**config.mk**
```make
export PLATFORM = sky130hd
export DESIGN_NAME = hazard_fwd_ctl
export DESIGN_NICKNAME = d
export VERILOG_FILES = /design/src/rtl/hazard_fwd_ctl.sv
export SDC_FILE = /design/constraint.sdc
export NUM_CORES = 1
export LEC_CHECK = 0
export BUFFER_PORTS_ARGS = -buffer_cell sky130_fd_sc_hd__buf_2
export CORE_ASPECT_RATIO = 1.5
export CORE_MARGIN = 2
export CORE_UTILIZATION = 50
export CTS_CLUSTER_SIZE = 16
export DETAILED_ROUTE_END_ITERATION = 10
export GPL_TIMING_DRIVEN = 0
export PLACE_DENSITY_LB_ADDON = 0.25
export SLEW_MARGIN = 20
export SYNTH_ARGS = -nofsm -noshare
export SYNTH_HDL_FRONTEND = slang
export SYNTH_SLANG_ARGS = --single-unit
```
**constraint.sdc**
```tcl
create_clock -name clk -period 2.71 [get_ports clk]
set_clock_uncertainty 0.05 [all_clocks]
set_input_delay 0 -clock clk [delete_from_list [all_inputs] [get_ports clk]]
set_output_delay 0 -clock clk [all_outputs]
set_load 0.005 [all_outputs]
```
**src/rtl/hazard_fwd_ctl.sv**
```systemverilog
module hazard_fwd_ctl #(
  parameter int RW = 5
) (
  input  logic          clk,
  input  logic          rst_n,
  input  logic          f_valid,
  input  logic [1:0]    f_op,
  input  logic [RW-1:0] f_rs1,
  input  logic [RW-1:0] f_rs2,
  input  logic [RW-1:0] f_rd,
  input  logic          f_wen,
  input  logic          ex_taken,
  output logic [1:0]    sel_a,
  output logic [1:0]    sel_b,
  output logic          sel_sd,
  output logic          stall,
  output logic          pc_en,
  output logic          fd_en,
  output logic          dx_nop,
  output logic          flush
);
  localparam logic [1:0] OP_LD = 2'd1, OP_ST = 2'd2, OP_BR = 2'd3;
  localparam logic [1:0] SEL_XM = 2'd0, SEL_MW = 2'd1, SEL_RF = 2'd2;

  typedef struct packed {
    logic          v;
    logic [1:0]    op;
    logic [RW-1:0] rs1;
    logic [RW-1:0] rs2;
    logic [RW-1:0] rd;
    logic          wen;
  } slot_t;

  slot_t fd_q, dx_q, xm_q, mw_q, fetch_d;

  function automatic logic writes(input slot_t s, input logic [RW-1:0] r);
    return s.v && s.wen && (s.rd != '0) && (s.rd == r);
  endfunction

  function automatic logic [1:0] pick(input logic [RW-1:0] r, input slot_t near, input slot_t far);
    if (writes(near, r)) return SEL_XM;
    if (writes(far, r))  return SEL_MW;
    return SEL_RF;
  endfunction

  assign fetch_d = '{v: f_valid, op: f_op, rs1: f_rs1, rs2: f_rs2, rd: f_rd, wen: f_wen};

  assign flush  = dx_q.v && (dx_q.op == OP_BR) && ex_taken;
  assign stall  = dx_q.v && (dx_q.op == OP_LD) && fd_q.v &&
                  (writes(dx_q, fd_q.rs1) || (writes(dx_q, fd_q.rs2) && (fd_q.op != OP_ST)));
  assign pc_en  = !stall;
  assign fd_en  = !stall;
  assign dx_nop = stall || flush;

  assign sel_a  = dx_q.v ? pick(dx_q.rs1, xm_q, mw_q) : SEL_RF;
  assign sel_b  = dx_q.v ? pick(dx_q.rs2, xm_q, mw_q) : SEL_RF;
  assign sel_sd = xm_q.v && (xm_q.op == OP_ST) && (mw_q.op == OP_LD) && writes(mw_q, xm_q.rs2);

  always_ff @(posedge clk or negedge rst_n) begin
    if (!rst_n) begin
      fd_q <= '0;
      dx_q <= '0;
      xm_q <= '0;
      mw_q <= '0;
    end else begin
      if (flush)      fd_q <= '0;
      else if (fd_en) fd_q <= fetch_d;
      dx_q <= dx_nop ? '0 : fd_q;
      xm_q <= dx_q;
      mw_q <= xm_q;
    end
  end
endmodule


```
==> flow_summary.ini, run 1 <==
[setup_path]
setup.worst_path.start = mw_q[3]
cp.arrival_ns = 2.02
crit_path_max_fanout = 4
crit_chain = or4_1 > o2111ai_1 > or4_1 > a21boi_1 > buf_2
crit_family = simple AND/OR/NAND/NOR gates
cp.required_ns = 2.66
r2r_cells = 6
cp-start-kind = flip-flop
cp_slowest_stage_delay_ns = 0.55
r2r-end = dx_q[7]
cp-end-kind = primary output
cp_common_cell = or4_1
cp.depth = 5
critical_path_class = flip-flop to primary output
reg2reg_from = dx_q[4]
cp-endpoint = sel_b[1]
slowest_stage = or4_1
critPathBufInv = 1
r2r_setup_slack_ns = 0.91

[yosys]
synth_area_leaders = dfrtp_1, mux2i_1, xnor2_1
ys_warn_count = 0
synthArstFlopShare_pct = 100
syn-mean-instance-area_um2 = 11.8
yosys.area.top_type = dfrtp_1
syn_inst = 215
seq_area_frac_synth_pct = 60.2
synth_top_area_share_pct = 60.2
synth_nets = 237
yosysUniqueCellTypes = 25
ys_seq_elements = 61
synth-edff-count = 0
syn_area_um2 = 2540
synth_flop_cell = dfrtp_1

[worst_hold_path]
hp-class = input pin to async pin

[routing]
ant_nets = 0
routed_wl_um = 4760
post-route-drc-count = 0
viasPerCell = 4.85
dr.pass1.iters = 4
detail_route.iter0.violations = 44
num_vias = 1687
post_drt_wl_per_cell_um = 13.7

[power]
p_sw_uw = 478
p_comb_share_pct = 8.9
total_power_mw = 2.00
sw_frac_of_total_pct = 23.9
internal_power_mw = 1.52
ir_drop_uv = 397
pwr-share-clk_pct = 39.4
leakagePower_nw = 1.65
p_seq_share_pct = 51.8
powerDensity_nw_per_um2 = 629

[cts]
ctsHoldBuffers = 20
cts_root_buffer = clkbuf_8
cts_tree = done
cts-resized-gates = 0
cts_setup_buffers = 0
clock_path_buffers = 2
clk-insertion-delay-late_ns = 0.34
htree_levels = 3
path_clk_slew_ns = 0.06
clock-sinks = 61
cts_buffers = 9

[placed_design]
hpwl_um = 3270
portBuffers = 31
dp.cells = 312
routabilityCongestion = 0.866

[global_route]
top_usage_layer = met2
grt_use_met3_pct = 5.33
grt_pass1_wl_um = 7980
grt_pass1_vias = 1706
grt_overflow = 0
gr-usage-all-layers_pct = 18.9
grt_use_met1_pct = 19.9
grt_max_degree = 62
met2_usage_pct = 34.3
antenna_found_initial = 0

[final_layout]
fillers = 380
area_growth_pct = 25.3
final_nets = 299
instances_no_fill = 348
mostFrequentLayoutCell = dfrtp_1
antennaDiodeCount = 0
mostFrequentLayoutCells = dfrtp_1, buf_2, inv_1, dlygate4sd3_1
layout-drive-gt1-share_pct = 19.1

[sta]
timing.fmax_ghz = 0.484
worst_pin_slew_ns = 0.726
period_needed_ns = 2.07
finalHoldViolations = 0
tns_ns = 0
finalCritPeriodShare_pct = 76.3
setup-violations-final = 0
report.final.slew_viol_count = 0
rsz0062_at_grt = false
relSlewSlack_pct = 51.6

[floorplanning]
initial_core_util_pct = 52.3
die_x_um = 62.2
row_count = 31
ios = 32
die_height_um = 91.2
dieArea_um2 = 5670
coreArea_um2 = 4850

[status]
status = finished, final reports clean

[job]
max_cap_viol_count = 0
-- layout make-up --
cell class | count | area, um2 | area share (%)
sequential | 61 | 1530 | 48.1
multi-input combinational | 123 | 883 | 27.8
timing repair buffer | 51 | 358 | 11.3
clock buffer | 10 | 138 | 4.33
tap | 66 | 82.6 | 2.60
inverter | 21 | 78.8 | 2.48
clock inverter | 6 | 62.6 | 1.97
buffer | 10 | 47.5 | 1.50
-- worst min-delay path by stage --
stage,from,to
3_3_place_gp,f_valid,fd_q[18]
3_5_place_dp,rst_n,xm_q[6]
5_1_grt,rst_n,xm_q[6]
2_1_floorplan,rst_n,dx_q[0]
6_report,rst_n,mw_q[5]
4_1_cts,rst_n,xm_q[6]
-- metal layers --
layer,wire length (um),part of all wire [%]
met1,1820,38
met2,2690,57
met3,154,3.2
met4,95,2.0
met5,0,0
-- Yosys cell counts (all sizes together), types with 4 or more instances --
| cell type | instances |
|---|---|
| dfrtp | 61 |
| inv | 21 |
| and3 | 19 |
| or4 | 4 |
| clkbuf | 6 |
| xnor2 | 19 |
| buf | 4 |
| nand3 | 6 |
| mux2i | 18 |
| xor2 | 16 |
| nand2 | 19 |
-- per-stage QoR --
| step | area [um2] | utilization [%] | hold WS [ns] | worst slack [ns] |
|---|---|---|---|---|
| finish | 3180 | 65.5 | 0.207 | 0.643 |
| global route | 3180 | 65.5 | 0.296 | 0.501 |
| CTS | 3180 | 65.5 | 0.238 | 0.596 |
| detailed placement | 2780 | 57.3 | 0.0636 | 0.907 |
| global placement | 2770 | 57.2 | 0.180 | 0.924 |
| floorplan | 2540 | - | -0.346 | 1.21 |
-- state kept, by name (all words and copies together) (netlist names) --
| signal | cells |
|---|---|
| fd_q | 19 |
| xm_q | 14 |
| dx_q | 19 |
| mw_q | 9 |
-- power by group through the flow --
stage / Clock, mW / Combinational, mW / Sequential, mW
after floorplan: 0 / 0.107 / 1.03
after global placement: 0 / 0.153 / 1.05
after detailed placement: 0 / 0.157 / 1.05
after CTS: 0.808 / 0.180 / 1.03
after global routing: 0.849 / 0.200 / 1.04
final: 0.787 / 0.177 / 1.03
-- cells by family after synthesis --
| kind of cell | Yosys count | synth area share, % |
|---|---|---|
| simple gates | 61 | 12.8 |
| compound gates | 9 | 2.86 |
| buf+inv | 31 | 4.98 |
| mux | 18 | 7.10 |
| flops | 61 | 60.2 |
| xor+xnor | 35 | 12.1 |
Note: power is estimated with default switching activity, not from simulation.
==> run 2: changes to the inputs <==
--- a/config.mk
+++ b/config.mk
@@ -5,6 +5,7 @@
 export SDC_FILE = /design/constraint.sdc
 export NUM_CORES = 1
 export LEC_CHECK = 0
+export ABC_AREA = 1
 export BUFFER_PORTS_ARGS = -buffer_cell sky130_fd_sc_hd__buf_2
 export CORE_ASPECT_RATIO = 1.5
 export CORE_MARGIN = 2
==> constraint.sdc (replaced) <==
create_clock -name clk -period 1.7 [get_ports clk]
set_clock_uncertainty 0.05 [all_clocks]
set_input_delay 0 -clock clk [delete_from_list [all_inputs] [get_ports clk]]
set_output_delay 0 -clock clk [all_outputs]
set_load 0.005 [all_outputs]
==> run 2 against run 1 <==
  * The flow now finishes with violations (setup timing)
  * Worst hold slack got worse by 0.16 ns
  * Combinational power rose to 2.5 times the previous value
  * Via count rose by 32%
  * Area after synthesis rose by 12%
  * Clock power rose by 98%
  * Power rose by 83%
==> flow_summary.ini, run 2 <==
[routing]
dr.pass1.iters = 4
top_layer_used = met4
viasPerCell = 4.60
post-route-drc-count = 0
num_vias = 2228
ant_nets = 0
post_drt_wl_per_cell_um = 12.4
routed_wl_um = 6000
detail_route.iter0.violations = 93
m1WireLength_um = 2160
wl_met3_um = 170
wl_met2_um = 3500

[cts]
clock_path_buffers = 2
cts_tree = done
clock-sinks = 61
htree_levels = 3
cts_buffers = 9
path_clk_slew_ns = 0.06
clk-insertion-delay-late_ns = 0.34
cts_root_buffer = clkbuf_8

[yosys]
synthArstFlopShare_pct = 100
yosys.area.top_type = dfrtp_1
synth-edff-count = 0
seq_area_frac_synth_pct = 53.6
ys_seq_elements = 61
synth_area_leaders = dfrtp_1, nand2_1, inv_1
syn-mean-instance-area_um2 = 8.52
synth_top_area_share_pct = 53.6
syn_inst = 334
syn_area_um2 = 2850
ys_warn_count = 0
synthMostInstantiatedCell = nand2_1
synth_flop_cell = dfrtp_1
synth_nets = 356
yosysUniqueCellTypes = 28
synthTopCellsByCount = nand2_1, dfrtp_1, inv_1

[final_layout]
multi_input_area_um2 = 1080
mostFrequentLayoutCells = nand2_1, dfrtp_1, inv_1
mostFrequentLayoutCell = nand2_1
antennaDiodeCount = 0
seqCellArea_um2 = 1530
instances_no_fill = 484
area_growth_pct = 30.7
fillers = 435
top_regs = dx_q (19), fd_q (19), xm_q (14)
fin_area_um2 = 3720
layout-drive-gt1-share_pct = 27.5
final_nets = 431

[floorplanning]
coreArea_um2 = 5490
dieArea_um2 = 6320
die_height_um = 96.4
ios = 32
row_count = 33
die_x_um = 65.6
initial_core_util_pct = 51.8

[sta]
finalHoldViolations = 0
worst_pin_slew_ns = 0.739
tns_ns = -0.0442
rsz0062_at_grt = true
finalCritPeriodShare_pct = 103
relSlewSlack_pct = 50.7
period_needed_ns = 1.74
fin_ws_ns = -0.0442
setup-violations-final = 1
report.final.slew_viol_count = 0
timing.fmax_ghz = 0.573

[global_route]
grt_overflow = 0
grt_pass1_wl_um = 9920
gr-usage-all-layers_pct = 21.8
grt_max_degree = 62
antenna_found_initial = 0
grt_pass1_vias = 2251

[setup_path]
critPathBufInv = 4
cp.arrival_ns = 1.69
slowest_stage = dfrtp_1
cp.required_ns = 1.65
crit_path_max_fanout = 5
crit_chain = inv_2 > nand2_2 > nand2_2 > nor2_2 > nand3_2 > nand2_4 > nand2_4 > buf_8 > buf_6 > buf_6
cp_slowest_stage_delay_ns = 0.43
cp-end-kind = primary output
cp-start-kind = flip-flop
crit_family = simple AND/OR/NAND/NOR gates
critical_path_class = flip-flop to primary output

[power]
powerDensity_nw_per_um2 = 985
total_power_mw = 3.66
ir_drop_uv = 515
leakagePower_nw = 2.00

[worst_hold_path]
hp-class = input pin to flip-flop

[placed_design]
routabilityCongestion = 0.804
pre_cts_slack_ns = 0.0331
portBuffers = 31
dpl_cell_area_um2 = 3090
hpwl_um = 3730
dp.cells = 435

[status]
failed_checks = setup timing
status = finished, violations left

[job]
max_cap_viol_count = 0
## run 2: cell count changes after synthesis, moves of 4 or more
cell	change
xnor2_1	-11
and3_1	-18
or4_1	-4
clkbuf_1	-6
nor2_1	+49
nand2_1	+60
inv_1	+35
nor2_2	+10
xor2_1	-4
mux2i_1	-18
nand3_1	+21
## run 2: repair_timing
| item | 4_1_cts | 5_1_grt |
|---|---|---|
| gates cloned | 0 | 0 |
| hold buffers | 20 | 0 |
| endpoints found under the setup margin | 5 | 25 |
| pin swaps | 5 | 10 |
| resized for setup | 7 | 26 |
| endpoints found under the hold margin | 80 | 0 |
| setup buffers | 6 | 10 |
## run 2: logic make-up (layout without fill, tap and decap cells)
family	after synthesis	in the layout	synth area share, %
compound gates	7	7	1.93
xor+xnor	20	20	6.16
buf+inv	66	146	10.8
flops	61	61	53.6
simple gates	180	180	27.5
## run 2: through the flow
step / hold WS, ns / util [%]
global route: 0.0643 / 67.7
CTS: 0.0279 / 65.4
detailed placement: 0.0591 / 56.3
global placement: 0.153 / 56.2
floorplan: -0.346 / -
finish: 0.0445 / 67.7
## run 2: worst reg2reg max path, delay by kind of cell (launching register included)
kind,cells,cell delay [ns]
AND/OR/NAND/NOR,8,0.59
flip-flops,1,0.43
buffers and inverters,3,0.39
## run 2: worst paths after layout
kind                       slack [ns]     start  endpoint  depth (start not counted)
min reg2reg                      0.33  dx_q[16]  xm_q[16]                          0
max                             -0.04   dx_q[1]     pc_en                         10
max in group asynchronous        0.85     rst_n   xm_q[4]                          2
min                              0.04  ex_taken  fd_q[18]                          4
min in group asynchronous        0.20     rst_n  fd_q[13]                          2
max reg2reg                      0.13   dx_q[1]  fd_q[13]                         11
## run 2: power by group
group	leakage [nW]	internal (mW)	switching [mW]
clock network	0.119	1.01	0.553
logic	1.17	0.209	0.238
registers	0.716	1.56	0.0935
## run 2: layout make-up
| class | count | area share, % |
|---|---|---|
| buffer | 6 | 1.99 |
| timing repair buffer | 66 | 12.8 |
| clock inverter | 6 | 2.96 |
| inverter | 58 | 5.86 |
| sequential | 61 | 41.3 |
| clock buffer | 10 | 3.70 |
| tap | 70 | 2.36 |
| multi-input combinational | 207 | 29.0 |
## run 2: metal layers
metal	vias to the layer above	GRT usage (%)
met2	44	41.5
met4	0	12.2
met3	15	4.29
met1	1017	21.7
met5	-	0
li1	1152	-
==> run 3: changes to the inputs <==
==> constraint.sdc (replaced) <==
create_clock -name clk -period 1.55 [get_ports clk]
set_clock_uncertainty 0.05 [all_clocks]
set_input_delay 0 -clock clk [delete_from_list [all_inputs] [get_ports clk]]
set_output_delay 0 -clock clk [all_outputs]
set_load 0.005 [all_outputs]
==> run 3 against run 2 <==
  * The flow still finishes with violations (setup timing)
  * Utilization increased by 4.1 points
  * Die area unchanged
  * First-iteration DRC count increased by 3.2%
  * Sequential power increased by 10%
  * Final cell count increased by 0.41%
  * Register-to-register slack got worse by 0.22 ns
  * Non-clock buffer count increased by 2
  * Setup slack got worse by 0.19 ns
  * Largest cell class unchanged
==> flow_summary.ini, run 3 (same netlist as run 2, synthesis figures left out) <==
[cts]
clock-sinks = 61
cts_buffers = 9
cts_tree = done
cts_root_buffer = clkbuf_8
clk-insertion-delay-late_ns = 0.34
path_clk_slew_ns = 0.07
htree_levels = 3
clock_path_buffers = 2

[sta]
finalCritPeriodShare_pct = 115
finalHoldViolations = 0
relSlewSlack_pct = 50.6
fin_ws_ns = -0.238
timing.fmax_ghz = 0.559
report.final.slew_viol_count = 0
rsz0062_at_grt = true
whs_ns = 0.160
period_needed_ns = 1.79
worst_pin_slew_ns = 0.741
setup-violations-final = 25

[routing]
post_drt_wl_per_cell_um = 13.0
num_vias = 2314
ant_nets = 0
routed_wl_um = 6300
post-route-drc-count = 0
detail_route.iter0.violations = 96
viasPerCell = 4.76
dr.pass1.iters = 6

[setup_path]
crit_path_max_fanout = 5
cp-end-kind = primary output
critical_path_class = flip-flop to primary output
cp-start-kind = flip-flop
cp.arrival_ns = 1.74
cp.required_ns = 1.50

[power]
powerDensity_nw_per_um2 = 1040
ir_drop_uv = 557
leakagePower_nw = 2.04

[final_layout]
seqCellArea_um2 = 1540
final_nets = 433
mostFrequentLayoutCells = nand2_1, dfrtp_1, inv_1
antennaDiodeCount = 0
multi_input_area_um2 = 1220
mostFrequentLayoutCell = nand2_1
top_regs = dx_q (19), fd_q (19), xm_q (14)
fillers = 395
final_core_util_pct = 71.7
layout-drive-gt1-share_pct = 36.8
area_growth_pct = 38.5

[floorplanning]
dieArea_um2 = 6320
coreArea_um2 = 5490
die_height_um = 96.4
die_x_um = 65.6
row_count = 33
ios = 32
initial_core_util_pct = 51.8

[job]
max_cap_viol_count = 0

[global_route]
grt_max_degree = 62
grt_pass1_wl_um = 10300
grt_overflow = 0
grt_pass1_vias = 2334
antenna_found_initial = 0
grt_use_met3_pct = 4.52
grt_use_met1_pct = 22.1
top_usage_layer = met2
gr-usage-all-layers_pct = 22.5
met2_usage_pct = 42.6

[worst_hold_path]
hp-class = input pin to flip-flop

[placed_design]
hpwl_um = 3730
routabilityCongestion = 0.804
portBuffers = 31

[status]
status = finished, violations left
failed_checks = setup timing
-- run 3: changes by cell type in the layout (fill, tap and decap cells not counted), sizes merged --
cell	change
clkbuf	+1
dlygate4sd3	+1
-- run 3: layout make-up --
cell class,count,area share (%)
multi-input cells,207,31.0
well taps,70,2.22
flip-flops and latches,61,39.0
repair buffers,69,14.4
clock buffers,10,3.49
plain buffers,5,1.62
clock inverters,6,2.79
inverters,58,5.53
-- run 3: report_power, final --
group          total [mW]  internal, mW  switching [mW]
combinational       0.546         0.255           0.291
sequential           1.82          1.71           0.110
clock                1.72          1.11           0.611
-- run 3: layer usage --
| layer | routed length [um] | vias up |
|---|---|---|
| li1 | - | 1156 |
| met1 | 2130 | 1075 |
| met2 | 3680 | 59 |
| met3 | 204 | 24 |
| met4 | 275 | 0 |
| met5 | 0 | - |
-- run 3: timing repair --
item | CTS | global route
setup buffers | 14 | 4
endpoints found under the hold margin | 80 | 0
pin swaps | 14 | 20
resized for setup | 43 | 48
setup endpoints to repair | 46 | 47
gates cloned | 0 | 1
hold buffers | 21 | 0
-- run 3: worst paths after layout --
path	startpoint	endpoint	slack [ns]	depth (start not counted)
worst max-delay path	dx_q[1]	pc_en	-0.24	10
worst min-delay path	ex_taken	dx_q[18]	0.16	5
worst max register to register	dx_q[4]	fd_q[12]	-0.09	8
worst min register to register	dx_q[16]	xm_q[16]	0.33	0
max in group asynchronous	rst_n	dx_q[3]	0.70	2
min in group asynchronous	rst_n	fd_q[13]	0.21	2
-- run 3: critical path, cell delays in order (launching register included) --
cell and delay [ns]:
dfrtp_1 0.44, inv_2 0.07, nand2_2 0.06, nand2_2 0.05, nor2_2 0.12, nand3_2 0.13, nand2_4 0.10, nand2_4 0.07
buf_8 0.15, buf_6 0.11, buf_6 0.10
-- run 3: through the flow --
| step | area [um2] | std cells | power [mW] | setup TNS (ns) | worst slack (ns) |
|---|---|---|---|---|---|
| global route | 3940 | 486 | 4.26 | -4.68 | -0.326 |
| finish | 3940 | 486 | 4.08 | -1.73 | -0.238 |
| detailed placement | 3090 | 435 | 2.22 | -3.64 | -0.117 |
| global placement | 3090 | 435 | 2.21 | -2.99 | -0.0982 |
| CTS | 3770 | 485 | 4.04 | -1.52 | -0.222 |
| floorplan | 2850 | 334 | 2.09 | 0 | 0.152 |
